<file path="src/rtl/pc_hazard_pkg.sv">
package pc_hazard_pkg;
  localparam int ICW = 4;

  localparam logic [ICW-1:0] IC_JUMP = 4'h7;
  localparam logic [ICW-1:0] IC_CALL = 4'h8;
  localparam logic [ICW-1:0] IC_RET  = 4'h9;

  // number of stages (decode, execute, memory) in which a return blocks fetch
  localparam int RET_WAIT_STAGES = 3;

  typedef enum logic [1:0] {
    SRC_GUESS = 2'd0,
    SRC_FIX   = 2'd1,
    SRC_STACK = 2'd2
  } pc_src_e;
endpackage

</file>
<file path="src/rtl/pc_guess_reg.sv">
module pc_guess_reg
  import pc_hazard_pkg::*;
#(
  parameter int          AW       = 64,
  parameter logic [AW-1:0] RESET_PC = '0
) (
  input  logic           clk,
  input  logic           rst_n,
  input  logic           hold,
  input  logic [ICW-1:0] icode,
  input  logic [AW-1:0]  valc,
  input  logic [AW-1:0]  valp,
  output logic [AW-1:0]  guess_q
);
  logic [AW-1:0] guess_d;
  logic          taken;

  always_comb begin
    taken   = (icode == IC_JUMP) || (icode == IC_CALL);
    guess_d = taken ? valc : valp;
  end

  always_ff @(posedge clk or negedge rst_n) begin
    if (!rst_n)     guess_q <= RESET_PC;
    else if (!hold) guess_q <= guess_d;
  end

  p_hold_keeps_guess_r7: assert property (@(posedge clk) disable iff (!rst_n)
    hold |=> $stable(guess_q));
  p_taken_target_r2: assert property (@(posedge clk) disable iff (!rst_n)
    (!hold && (icode == IC_JUMP || icode == IC_CALL)) |=> guess_q == $past(valc));
  p_fallthrough_r3: assert property (@(posedge clk) disable iff (!rst_n)
    (!hold && icode != IC_JUMP && icode != IC_CALL) |=> guess_q == $past(valp));
endmodule

</file>
<file path="src/rtl/pc_hazard_detect.sv">
module pc_hazard_detect
  import pc_hazard_pkg::*;
(
  input  logic           clk,
  input  logic           rst_n,
  input  logic [ICW-1:0] d_icode,
  input  logic [ICW-1:0] e_icode,
  input  logic [ICW-1:0] m_icode,
  input  logic           m_cnd,
  input  logic [ICW-1:0] w_icode,
  output pc_src_e        src,
  output logic           f_stall,
  output logic           d_bubble,
  output logic           e_bubble
);
  logic [RET_WAIT_STAGES-1:0][ICW-1:0] wait_codes;
  logic [RET_WAIT_STAGES-1:0]          ret_at;
  logic                                ret_wait;
  logic                                wrong_path;

  assign wait_codes = {m_icode, e_icode, d_icode};

  for (genvar s = 0; s < RET_WAIT_STAGES; s++) begin : g_ret_scan
    assign ret_at[s] = (wait_codes[s] == IC_RET);
  end

  always_comb begin
    ret_wait   = |ret_at;
    wrong_path = (m_icode == IC_JUMP) && !m_cnd;
    f_stall    = ret_wait && !wrong_path;
    d_bubble   = wrong_path || f_stall;
    e_bubble   = wrong_path;
    if (wrong_path)             src = SRC_FIX;
    else if (w_icode == IC_RET) src = SRC_STACK;
    else                        src = SRC_GUESS;
  end

  p_recover_bubbles_r5: assert property (@(posedge clk) disable iff (!rst_n)
    (m_icode == IC_JUMP && !m_cnd) |-> (d_bubble && e_bubble && !f_stall));
  p_taken_no_recover_r6: assert property (@(posedge clk) disable iff (!rst_n)
    (m_icode == IC_JUMP && m_cnd) |-> !e_bubble);
  p_ret_stall_r7: assert property (@(posedge clk) disable iff (!rst_n)
    ((d_icode == IC_RET || e_icode == IC_RET || m_icode == IC_RET) &&
     !(m_icode == IC_JUMP && !m_cnd)) |-> (f_stall && d_bubble && !e_bubble));
  p_call_no_recover_r10: assert property (@(posedge clk) disable iff (!rst_n)
    (m_icode == IC_CALL) |-> (!e_bubble && src != SRC_FIX));
  p_quiet_r11: assert property (@(posedge clk) disable iff (!rst_n)
    (d_icode != IC_RET && e_icode != IC_RET && m_icode != IC_RET &&
     !(m_icode == IC_JUMP && !m_cnd)) |-> (!f_stall && !d_bubble && !e_bubble));
endmodule

</file>
<file path="src/rtl/pc_src_mux.sv">
module pc_src_mux
  import pc_hazard_pkg::*;
#(
  parameter int AW = 64
) (
  input  pc_src_e       src,
  input  logic [AW-1:0] guess,
  input  logic [AW-1:0] fix_addr,
  input  logic [AW-1:0] stack_addr,
  output logic [AW-1:0] pc
);
  always_comb begin
    unique case (src)
      SRC_FIX:   pc = fix_addr;
      SRC_STACK: pc = stack_addr;
      default:   pc = guess;
    endcase
  end
endmodule

</file>
<file path="src/rtl/pc_hazard_ctrl.sv">
module pc_hazard_ctrl
  import pc_hazard_pkg::*;
#(
  parameter int            AW       = 64,
  parameter logic [AW-1:0] RESET_PC = '0
) (
  input  logic           clk,
  input  logic           rst_n,
  input  logic [3:0]     f_icode,
  input  logic [AW-1:0]  f_valc,
  input  logic [AW-1:0]  f_valp,
  input  logic [3:0]     d_icode,
  input  logic [3:0]     e_icode,
  input  logic [3:0]     m_icode,
  input  logic           m_cnd,
  input  logic [AW-1:0]  m_valp,
  input  logic [3:0]     w_icode,
  input  logic [AW-1:0]  w_valm,
  output logic [AW-1:0]  fetch_pc,
  output logic           f_stall,
  output logic           d_bubble,
  output logic           e_bubble
);
  pc_src_e       src;
  logic [AW-1:0] guess;

  pc_hazard_detect u_detect (
    .clk      (clk),
    .rst_n    (rst_n),
    .d_icode  (d_icode),
    .e_icode  (e_icode),
    .m_icode  (m_icode),
    .m_cnd    (m_cnd),
    .w_icode  (w_icode),
    .src      (src),
    .f_stall  (f_stall),
    .d_bubble (d_bubble),
    .e_bubble (e_bubble)
  );

  pc_guess_reg #(.AW(AW), .RESET_PC(RESET_PC)) u_guess (
    .clk     (clk),
    .rst_n   (rst_n),
    .hold    (f_stall),
    .icode   (f_icode),
    .valc    (f_valc),
    .valp    (f_valp),
    .guess_q (guess)
  );

  pc_src_mux #(.AW(AW)) u_mux (
    .src        (src),
    .guess      (guess),
    .fix_addr   (m_valp),
    .stack_addr (w_valm),
    .pc         (fetch_pc)
  );

  p_recover_addr_r4: assert property (@(posedge clk) disable iff (!rst_n)
    (m_icode == IC_JUMP && !m_cnd) |-> fetch_pc == m_valp);
  p_stack_addr_r8: assert property (@(posedge clk) disable iff (!rst_n)
    (w_icode == IC_RET && !(m_icode == IC_JUMP && !m_cnd)) |-> fetch_pc == w_valm);
  p_recover_wins_r9: assert property (@(posedge clk) disable iff (!rst_n)
    (m_icode == IC_JUMP && !m_cnd && (w_icode == IC_RET || d_icode == IC_RET))
      |-> (fetch_pc == m_valp && !f_stall));
endmodule

</file>
<file path="config.mk">
export PLATFORM = sky130hd
export DESIGN_NAME = pc_hazard_ctrl
export DESIGN_NICKNAME = d
export VERILOG_FILES = /design/src/rtl/pc_hazard_pkg.sv /design/src/rtl/pc_guess_reg.sv /design/src/rtl/pc_hazard_detect.sv /design/src/rtl/pc_src_mux.sv /design/src/rtl/pc_hazard_ctrl.sv
export SDC_FILE = /design/constraint.sdc
export NUM_CORES = 1
export LEC_CHECK = 0
export BUFFER_PORTS_ARGS = -buffer_cell sky130_fd_sc_hd__buf_2
export CAP_MARGIN = 20
export CORE_MARGIN = 8
export CORE_UTILIZATION = 47
export DETAILED_ROUTE_END_ITERATION = 7
export GPL_TIMING_DRIVEN = 1
export PLACE_DENSITY = 0.95
export SLEW_MARGIN = 10
export SYNTH_ARGS = -nofsm -noshare
export SYNTH_HDL_FRONTEND = slang
export SYNTH_SLANG_ARGS = --single-unit
</file>
<file path="constraint.sdc">
create_clock -name clk -period 1.6 [get_ports clk]
set_input_delay 0.08 -clock clk [delete_from_list [all_inputs] [get_ports clk]]
set_output_delay 0.08 -clock clk [all_outputs]
set_load 0.005 [all_outputs]
</file>
**Word level (Yosys, flattened, before mapping)**

Index checks and enable logic that the tools add are counted.

- Input bits: 279
- Register bits after elaboration: 64

- Equality and inequality tests: 9
- Multiplexer cells: 4
- Reductions and logical operators: 7

Operator list:

| operator | number |
|---|---|
| one-hot mux 64 bit (2 select lines) | 1 |
| 2-to-1 mux 64 bit | 1 |
| equality test 4 bit, second input constant | 5 |
| equality test 4 x 3 -> 1 bit, second input constant | 2 |
| 2-to-1 mux 2 bit | 2 |
| OR reduction 3 bit | 1 |
| equality test 2 x 1 -> 1 bit, second input constant | 1 |
| equality test 2 bit, second input constant | 1 |
| logical AND 1 bit | 2 |
| zero test 1 bit | 2 |
| logical OR 1 bit | 2 |

**Depth between registers and ports, before layout**

Gate-level depths: netlist of run 1.

- Depth in word-level cells: 5
- Depth in mapped cells: 7

**Modules after synthesis**

Synthesis of run 1 repeated with hierarchy kept, for this count alone.

- Cell total of the unflattened synthesis: 600
- Area, all modules: 5,860.6 µm²

By module, submodules not included:

| module | instances | area an instance (µm²) | cells an instance |
|---|---|---|---|
| pc_guess_reg | 1 | 3,873.7 | 365 |
| pc_src_mux | 1 | 1,895.6 | 224 |
| pc_hazard_detect | 1 | 91.3 | 11 |

**Least setup slack after synthesis of run 1**

OpenSTA, ideal clock, no wires.

- Path type: input -> register
- From: input f_icode[2]
- To: register u_guess.guess_q[18]
- Slack: 187 ps
- Arrival time: 1,286 ps
- Stages: 6
- Required time: 1,472 ps
- Buffers on the path: 2
- Cell sequence: buf_6 clkbuf_1 or4b_1 a21oi_1 a221oi_1 mux2_1

- Cells in the longest elaborated chain, start to end: 3
- Elaborated cells between the ends (all ways): 4
- Classes of those cells: eq/ne (2); mux (1); reduce/logical (1)

Ends and longest elaborated chain:

| what | RTL line | text |
|---|---|---|
| start: declaration | pc_hazard_ctrl.sv:9 | `input logic [3:0] f_icode,` |
| equality test 4 x 3 -> 1 bit / equality test 4 bit (equally long branches) | pc_guess_reg.sv:19 | `taken = (icode == IC_JUMP) \|\| (icode == IC_CALL);` |
| logical OR 1 bit (*) | pc_guess_reg.sv:19 |  |
| 2-to-1 mux 64 bit (*) | pc_guess_reg.sv:20 | `guess_d = taken ? valc : valp;` |
| end signal: assignment | pc_guess_reg.sv:25 | `else if (!hold) guess_q <= guess_d;` |
| end: declaration | pc_guess_reg.sv:13 | `output logic [AW-1:0] guess_q` |

Mark *: on every way between the ends. The rest lies on a longest branch, timed or not.
A chain may end at the register's enable or synchronous reset.

**Final worst setup path of run 1**

- From: input w_icode[2]
- To: output fetch_pc[32]

- Cells in the longest elaborated chain, start to end: 5
- Elaborated cells between the ends (all ways): 6
- Classes of those cells: eq/ne (3); mux (3)

Ends and longest elaborated chain:

| what | RTL line | text |
|---|---|---|
| start: declaration | pc_hazard_ctrl.sv:17 | `input logic [3:0] w_icode,` |
| equality test 4 bit (*) | pc_hazard_detect.sv:34 | `else if (w_icode == IC_RET) src = SRC_STACK;` |
| 2-to-1 mux 2 bit (*) | pc_hazard_detect.sv:34 |  |
| 2-to-1 mux 2 bit (*) | pc_hazard_detect.sv:33 | `if (wrong_path) src = SRC_FIX;` |
| equality test 2 bit / equality test 2 x 1 -> 1 bit (equally long branches) | pc_src_mux.sv:13 | `unique case (src)` |
| one-hot mux 64 bit (2 select lines) (*) | pc_src_mux.sv:13 |  |
| end: declaration | pc_hazard_ctrl.sv:19 | `output logic [AW-1:0] fetch_pc,` |

Marks and branches as above.

==> reports/qor.csv, run 1 <==
metric,value,unit
status,completed,
Synth-to-Final Area Change,39.33,%
R2R cell count,1,
worst r2r src,u_guess.guess_q[22]$_DFFE_PN0N_,
r2r setup slk,0.76,ns
Routed Wire Length,25510,microns
post-synth net total,1086,
slowest cell delay on critical path,0.26,ns
critical-path cell with the highest stage delay,nor4bb_4,
fin. max-slew vios,0,
fmax,633.6,MHz
Slew @ Worst Pin,0.4651,ns
top flop regs,u_guess.guess_q (64),
setup slack after layout,0.02163,ns
fin crit period,1.578,ns
Die H,134.7,microns
largest net degree at the start of global routing,81,
row cnt,43,
proportion of layout cells with a drive suffix above 1,0.4192,
"Top FF cell, synth",dfrtp_1,
final hold vios,0,
cell taking the most area after synthesis,dfrtp_1,
Max-slew headroom,0.6875,
max FFs per register,64,
final routed DRC violation total,0,
Die X,134.7,microns
total gr overflow,0,
H-tree Lvls,3,
clk_skew,0,ns
IO Pins,346,
worst reg2reg path endpoint,u_guess.guess_q[22]$_DFFE_PN0N_,
largest reg by FF count,u_guess.guess_q,
Placement Setup Slack,-0.06951,ns
1st-iter DRT viols,743,
Max-cap violations,0,
Synth Instances,807,
TritonCTS clock tree,built,
Total Power,6303,uW
initial antenna violation count,5,
Hold Path Class,input pin to async pin,
post-synthesis sequential area ratio,0.2418,
Crit Path Class,input pin to primary output,
GRT busiest layer,met2,
CTS Sinks,64,
Layout Nets,1412,
Clock Latency Late Sink,0.33,ns
Port-buffer cells,345,
post-synth top area share,0.2418,
period utilisation layout,0.9865,
Total Die Area,18150,sq um
Synth Area per Inst,8.206,sq um
"CTS clk-pin slew, worst paths",0.06,ns
Finished Layout Cells,1323,
first-pass GRT wire length,38850,microns
power per cell area,683.1,nW/um^2
vias,7882,
Post-Syn Area,6623,sq um
met1 usage,0.2913,
number of synthesized register bits,64,
Clock Path Buffers,2,
antenna-violating nets left,0,
wire length per cell,19.28,microns
asr flop ratio synth,1.000,
initial core utilization,0.4790,
Pre-Repair DR Iteration Count,8,
WP data required,1.52,ns
Core Area,13830,sq um
GR Layer Usage met2,0.4617,
largest cells by area after synthesis,"dfrtp_1 24%, mux2i_1 9.7%, or4b_1 9.7%",
Final HPWL DP,19550,microns
CP Launch Type,input pin,
Yosys cell types,26,
Clock Tree Root,clkbuf_16,
Critical Path AT,1.50,ns
Via density,5.958,
All-Layer GR Usage,0.2626,
Num CTS Buffers,9,
dpl cells,1292,
static leakage,0.004171,uW
vias in the first global route,7835,
number of synthesized flops with an enable pin,0,
maximum net fanout on the critical path,6,
routability congestion estimate,0.8838,
GR Util met3,0.05126,
crit-path cells,buf_2 > nor4bb_4 > buf_4 > buf_6 > buf_4 > mux2i_1 > o21ai_0 > buf_2,
Yosys Warn Count,0,
CP endpoint kind,primary output,
VDD IR-drop max,0.0005093,V
final hold slack,0.2197,ns
Final setup viols,0,
==> area by class of cell <==
type	count	area, sq um
diodes	5	12.51
clock buffers	14	284.0
clock inverters	2	35.03
fillers	1097	4599
inverters	64	240.2
multi-input cells	588	4368
flip-flops and latches	64	1602
well taps	180	225.2
repair buffers	406	2461
==> cell families after synthesis <==
group | synth area share
AND/OR/NAND/NOR | 0.2054
multiplexers | 0.2056
AO/OA/AOI/OAI | 0.2437
buffers and inverters | 0.1035
flip-flops | 0.2418
==> cell usage after synthesis (6+ instances only) <==
library cell	instances
nand2b_1	64
o21ai_0	65
or4b_1	64
a21oi_1	64
mux2_1	12
clkbuf_2	6
a221oi_1	64
mux2i_1	64
o22ai_1	64
dfrtp_1	64
inv_1	64
clkbuf_1	34
mux2_2	52
nand2_1	64
buf_2	38
==> through the flow <==
stage / utilization / cell area [sq um] / TNS, ns
2_1_floorplan: - / 6623 / 0
3_3_place_gp: 0.6363 / 8798 / -0.04755
3_5_place_dp: 0.6363 / 8798 / -0.4659
4_1_cts: 0.6601 / 9128 / -0.03683
5_1_grt: 0.6674 / 9228 / -0.08417
6_report: 0.6674 / 9228 / 0
==> layer usage <==
layer	wire, microns	vias up
li1	-	3683
met1	9426	3668
met2	12950	441
met3	2027	90
met4	1098	0
met5	0	-
==> where the power goes <==
group	leakage (uW)	switching [uW]	internal (uW)
Sequential	0.000764	158	1850
Combinational	0.00325	1020	1150
Clock	0.000159	742	1380
==> how the worst max path moves through the flow <==
stage,to,slack [ns],startpoint,depth (start not counted)
5_1_grt,fetch_pc[32],-0.04,w_icode[2],8
4_1_cts,fetch_pc[37],-0.02,w_icode[1],7
3_5_place_dp,u_guess.guess_q[36]$_DFFE_PN0N_,-0.07,f_icode[3],6
6_report,fetch_pc[32],0.02,w_icode[2],8
3_3_place_gp,u_guess.guess_q[50]$_DFFE_PN0N_,-0.03,f_icode[3],6
2_1_floorplan,u_guess.guess_q[18]$_DFFE_PN0N_,0.19,f_icode[2],6
==> cells in the final DEF (no fill, tap or decap), drive strengths merged <==
cell           n
o21ai         65
bufinv         1
dlygate4sd3    1
o22ai         64
buf          405
dfrtp         64
inv           64
mux2          64
or2b           1
a21oi         64
nand2         64
clkbuf        14
nand2b        64
nand4b         1
nor2           2
o21a           1
nand3b         1
nor3           1
nor4bb         4
or4b          64
diode          5
a221oi        64
clkinv         1
mux2i         64
==> worst max-delay path: cells and delay by family <==
family	cells	cell delay, ns
buffers and inverters	5	0.84
AND/OR/NAND/NOR	1	0.26
multiplexers	1	0.20
AO/OA/AOI/OAI	1	0.11
==> repair_timing <==
item,in CTS,in global routing
resized for setup,0,7
hold endpoints to repair,26,0
setup endpoints to repair,2,16
setup buffers,0,8
hold buffers,1,0
pin swaps,0,1
cloned,0,1
Power figures use the tool's default switching activity.
==> run 2: changes to the inputs <==
--- a/config.mk
+++ b/config.mk
@@ -8,7 +8,8 @@
 export BUFFER_PORTS_ARGS = -buffer_cell sky130_fd_sc_hd__buf_2
 export CAP_MARGIN = 20
 export CORE_MARGIN = 8
-export CORE_UTILIZATION = 47
+export CORE_UTILIZATION = 48
+export CTS_BUF_LIST = sky130_fd_sc_hd__clkbuf_8
 export DETAILED_ROUTE_END_ITERATION = 7
 export GPL_TIMING_DRIVEN = 1
 export PLACE_DENSITY = 0.95
==> constraint.sdc (replaced) <==
create_clock -name clk -period 1.6 [get_ports clk]
set_input_delay 0.16 -clock clk [delete_from_list [all_inputs] [get_ports clk]]
set_output_delay 0.16 -clock clk [all_outputs]
set_load 0.005 [all_outputs]
==> run 2 against run 1 <==
Against the previous run: the run now ends with setup timing left; worst setup slack got worse by 0.14 ns; via count increased by 1.3%; non-clock buffer count decreased by 7; global-route usage increased by 0.27 points.
==> reports/qor.csv, run 2 (synthesis results as in run 1) <==
metric,value,unit
status,finished with violations,
failing checks,setup timing,
fin. max-slew vios,0,
dpl cells,1287,
Clock Latency Late Sink,0.33,ns
Total Power,5435,uW
Crit Path Class,input pin to primary output,
setup slack after layout,-0.1149,ns
vias,7987,
initial core utilization,0.4846,
"Design Area, Final",9111,sq um
IO Pins,346,
Via density,6.097,
crit-path cells,buf_6 > nor4bb_4 > buf_4 > buf_12 > buf_8 > mux2i_2 > o21ai_1 > buf_2,
slowest cell delay on critical path,0.33,ns
RSZ-0062 raised after global routing,yes,
Clock Tree Root,clkbuf_8,
TritonCTS clock tree,built,
Critical Path AT,1.55,ns
vias in the first global route,7929,
Die X,133.5,microns
"CTS clk-pin slew, worst paths",0.07,ns
final core occ,0.6667,
top flop regs,u_guess.guess_q (64),
Final HPWL DP,19110,microns
Slew @ Worst Pin,0.4764,ns
H-tree Lvls,3,
static leakage,0.004106,uW
Routed Wire Length,25860,microns
All-Layer GR Usage,0.2654,
Synth-to-Final Area Change,37.58,%
Worst Setup SP,w_icode[1],
Num CTS Buffers,9,
initial antenna violation count,2,
CP endpoint kind,primary output,
clk_skew,0,ns
CTS Sinks,64,
max FFs per register,64,
CP top delay family,buffers and inverters,
Layout Nets,1405,
worst r2r src,u_guess.guess_q[20]$_DFFE_PN0N_,
"most common cell after layout, fill and taps aside",buf_2,
total gr overflow,0,
final hold vios,0,
row cnt,43,
maximum net fanout on the critical path,8,
Max-slew headroom,0.6824,
Pre-Repair DR Iteration Count,8,
Hold Path Class,input pin to async pin,
final hold slack,0.2806,ns
CP Launch Type,input pin,
placed inst area,8748,sq um
Max-cap violations,0,
most frequent cells in the layout,"340 x buf_2, 65 x inv_1",
1st-iter DRT viols,681,
VDD IR-drop max,0.0003292,V
proportion of layout cells with a drive suffix above 1,0.4193,
fin crit period,1.715,ns
antenna-violating nets left,0,
Finished Layout Cells,1310,
power per cell area,596.5,nW/um^2
WP data required,1.44,ns
Total Die Area,17810,sq um
first-pass GRT wire length,39100,microns
routability congestion estimate,0.9255,
Clock Path Buffers,2,
fmax,583.1,MHz
largest reg by FF count,u_guess.guess_q,
Port-buffer cells,345,
period utilisation layout,1.072,
Die H,133.5,microns
Core Area,13670,sq um
CP bufs+invs,5,
critical-path cell with the highest stage delay,nor4bb_4,
final routed DRC violation total,0,
Final setup viols,57,
largest net degree at the start of global routing,88,
wire length per cell,19.74,microns
## run 2: what timing repair did
action | 4_1_cts | 5_1_grt
hold buffers | 1 | 0
endpoints found under the setup margin | 39 | 53
hold endpoints to repair | 23 | 0
pin swaps | 0 | 2
gates cloned | 0 | 4
gates resized for setup | 2 | 34
buffers inserted | 0 | 3
## run 2: cell type report
cell class,instances,area (sq um)
Timing Repair Buffer,399,2489
Antenna cell,2,5.005
Multi-Input combinational cell,588,4390
Inverter,64,240.2
Tap cell,180,225.2
Clock buffer,11,151.4
Sequential cell,64,1602
Clock inverter,2,8.758
Fill cell,1075,4554
## run 2: report_power, final
group	switching, uW	internal [uW]	total [uW]
Sequential	165	1850	2020
Combinational	1030	1170	2200
Clock	608	614	1220
Total	1800	3630	5430
## run 2: final timing paths
check | end | slack [ns] | cells after the start
worst max-delay path | fetch_pc[17] | -0.11 | 8
worst min-delay path | u_guess.guess_q[12]$_DFFE_PN0N_ | 0.28 | 2
worst max register to register | u_guess.guess_q[20]$_DFFE_PN0N_ | 0.74 | 1
worst min register to register | u_guess.guess_q[24]$_DFFE_PN0N_ | 0.51 | 1
max in group asynchronous | u_guess.guess_q[37]$_DFFE_PN0N_ | 0.74 | 3
min in group clk | u_guess.guess_q[59]$_DFFE_PN0N_ | 0.34 | 4
## run 2: through the flow
step | TNS, ns | setup WS [ns]
global placement | -3.333 | -0.09518
finish | -2.850 | -0.1149
floorplan | 0 | 0.1066
detailed placement | -6.376 | -0.2212
CTS | -0.9567 | -0.09393
global route | -5.650 | -0.1356
## run 2: metal layers
metal / share of wire / GRT usage / up-vias / routed length, microns
met4: 0.042 / 0.1460 / 0 / 1078
met1: 0.37 / 0.2919 / 3729 / 9512
li1: - / - / 3668 / -
met3: 0.086 / 0.06175 / 102 / 2229
met2: 0.50 / 0.4627 / 488 / 13040
met5: 0 / 0 / - / 0
==> run 3: changes to the inputs <==
--- a/config.mk
+++ b/config.mk
@@ -13,6 +13,7 @@
 export DETAILED_ROUTE_END_ITERATION = 7
 export GPL_TIMING_DRIVEN = 1
 export PLACE_DENSITY = 0.95
+export RECOVER_POWER = 50
 export SLEW_MARGIN = 10
 export SYNTH_ARGS = -nofsm -noshare
 export SYNTH_HDL_FRONTEND = slang
==> run 3 against run 2 <==
Against the previous run: fmax fell by 0.15%; largest cell class unchanged; core utilization is 0.14 points lower; the run still ends with setup timing left; global-route usage stayed put; combinational power is essentially flat; sequential share of layout area barely moved; power barely moved; die area unchanged; non-clock buffer count unchanged; register-to-register slack about the same.
==> reports/qor.csv, run 3 (synthesis results as in run 1) <==
metric,value,unit
Crit Path Class,input pin to primary output,
Max-cap violations,0,
initial core utilization,0.4846,
Total Die Area,17810,sq um
row cnt,43,
largest reg by FF count,u_guess.guess_q,
All-Layer GR Usage,0.2654,
Critical Path AT,1.56,ns
hold worst-path end,u_guess.guess_q[13]$_DFFE_PN0N_,
Core Area,13670,sq um
vias in the first global route,7929,
dpl cells,1287,
Final setup viols,56,
Clock Tree Root,clkbuf_8,
fillers,1079,
"CTS clk-pin slew, worst paths",0.07,ns
Sw Pwr,1803,uW
switching share of power,0.3319,
Final HPWL DP,19110,microns
min-delay src,f_valp[13],
initial antenna violation count,2,
max FFs per register,64,
Int Power,3629,uW
final hold vios,0,
Routed Wire Length,25860,microns
Worst Setup SP,w_icode[1],
TritonCTS clock tree,built,
largest net degree at the start of global routing,88,
clk_skew,0,ns
Slew @ Worst Pin,0.6614,ns
hold path depth,4,
register area,1602,sq um
Via density,6.087,
fmax,582.3,MHz
VDD IR-drop max,0.0003280,V
IO Pins,346,
period utilisation layout,1.073,
fin. max-slew vios,0,
final routed DRC violation total,0,
CP Launch Type,input pin,
Max-slew headroom,0.5591,
H-tree Lvls,3,
proportion of layout cells with a drive suffix above 1,0.4184,
top flop regs,u_guess.guess_q (64),
Clock Path Buffers,2,
met3 routed WL,2429,microns
maximum net fanout on the critical path,8,
Clock Power Share,0.226,
CP endpoint kind,primary output,
Total Neg Setup Slack,-2.766,ns
vias,7974,
total gr overflow,0,
worst r2r src,u_guess.guess_q[20]$_DFFE_PN0N_,
Die X,133.5,microns
most frequent cells in the layout,"339 x buf_2, 65 x inv_1",
Synth-to-Final Area Change,37.29,%
CTS Sinks,64,
Clock Latency Late Sink,0.34,ns
fin crit period,1.717,ns
slowest cell delay on critical path,0.33,ns
Seq pwr share,0.371,
Layout Nets,1405,
Comb power frac,0.403,
Top Layer Used,met4,
r2r setup slk,0.73,ns
"most common cell after layout, fill and taps aside",buf_2,
1st-iter DRT viols,738,
Port-buffer cells,345,
Die H,133.5,microns
failing checks,setup timing,
crit-path cells,buf_6 > nor4bb_4 > buf_4 > buf_12 > buf_8 > mux2i_2 > o21ai_1 > buf_2,
footprint of the multi-input gates,4390,sq um
R2R cell count,1,
critical-path cell with the highest stage delay,nor4bb_4,
WP data required,1.44,ns
Detail Route met2 WL,12940,microns
M1 wire length,9408,microns
status,finished with violations,
RSZ-0062 raised after global routing,yes,
routability congestion estimate,0.9255,
Finished Layout Cells,1310,
first-pass GRT wire length,39100,microns
worst reg2reg path endpoint,u_guess.guess_q[20]$_DFFE_PN0N_,
power per cell area,597.4,nW/um^2
antenna-violating nets left,0,
Hold Path Class,input pin to register,
Pre-Repair DR Iteration Count,6,
Num CTS Buffers,9,
setup slack after layout,-0.1175,ns
wire length per cell,19.74,microns
static leakage,0.004096,uW
[run 3: routing by layer]
| layer | vias up | global-route usage |
|---|---|---|
| met5 | - | 0 |
| met4 | 0 | 0.1460 |
| met3 | 103 | 0.06175 |
| met2 | 520 | 0.4627 |
| met1 | 3688 | 0.2919 |
| li1 | 3663 | - |
[run 3: power by group through the flow]
stage | Combinational, uW | Clock, uW | Sequential, uW
4_1_cts | 2130 | 1260 | 2000
2_1_floorplan | 1150 | 0 | 1950
3_5_place_dp | 2130 | 0 | 2030
3_3_place_gp | 2030 | 0 | 2020
5_1_grt | 2390 | 1320 | 2030
6_report | 2190 | 1230 | 2020
[run 3: cell type report]
class / count / share of cell area
multi-input cells: 588 / 0.4829
inverters: 64 / 0.02642
flip-flops and latches: 64 / 0.1761
well taps: 180 / 0.02477
repair buffers: 399 / 0.2716
clock buffers: 11 / 0.01665
diodes: 2 / 0.0005504
clock inverters: 2 / 0.0009633
[run 3: worst max-delay path by stage]
stage                                                  to  slack [ns]
after CTS                                    fetch_pc[30]       -0.09
after detailed placement  u_guess.guess_q[60]$_DFFE_PN0N_       -0.22
after floorplan           u_guess.guess_q[18]$_DFFE_PN0N_        0.11
after global routing                         fetch_pc[55]       -0.14
final                                        fetch_pc[17]       -0.12
after global placement    u_guess.guess_q[60]$_DFFE_PN0N_        -0.1
[run 3: repair_timing]
action,in CTS,in global routing
endpoints found under the setup margin,39,53
endpoints found under the hold margin,23,0
gates cloned,0,4
setup buffers,0,3
resized for setup,2,34
hold buffers,1,0
pin swaps,0,2
[run 3: stage by stage]
| step | cell area [sq um] | total power [uW] | hold slack (ns) | util | worst slack [ns] |
|---|---|---|---|---|---|
| floorplan | 6623 | 3102 | -0.1356 | - | 0.1066 |
| CTS | 8925 | 5395 | 0.2750 | 0.6531 | -0.09393 |
| global placement | 8748 | 4048 | 0.09314 | 0.6402 | -0.09518 |
| detailed placement | 8748 | 4156 | 0.09644 | 0.6402 | -0.2212 |
| finish | 9092 | 5431 | 0.3357 | 0.6654 | -0.1175 |
| global route | 9092 | 5741 | 0.3231 | 0.6654 | -0.1356 |
[run 3: worst max-delay path: cells and delay by family]
kind,cells,cell delay (ns)
multiplexers,1,0.23
AO/OA/AOI/OAI,1,0.11
buffers and inverters,5,0.73
AND/OR/NAND/NOR,1,0.33
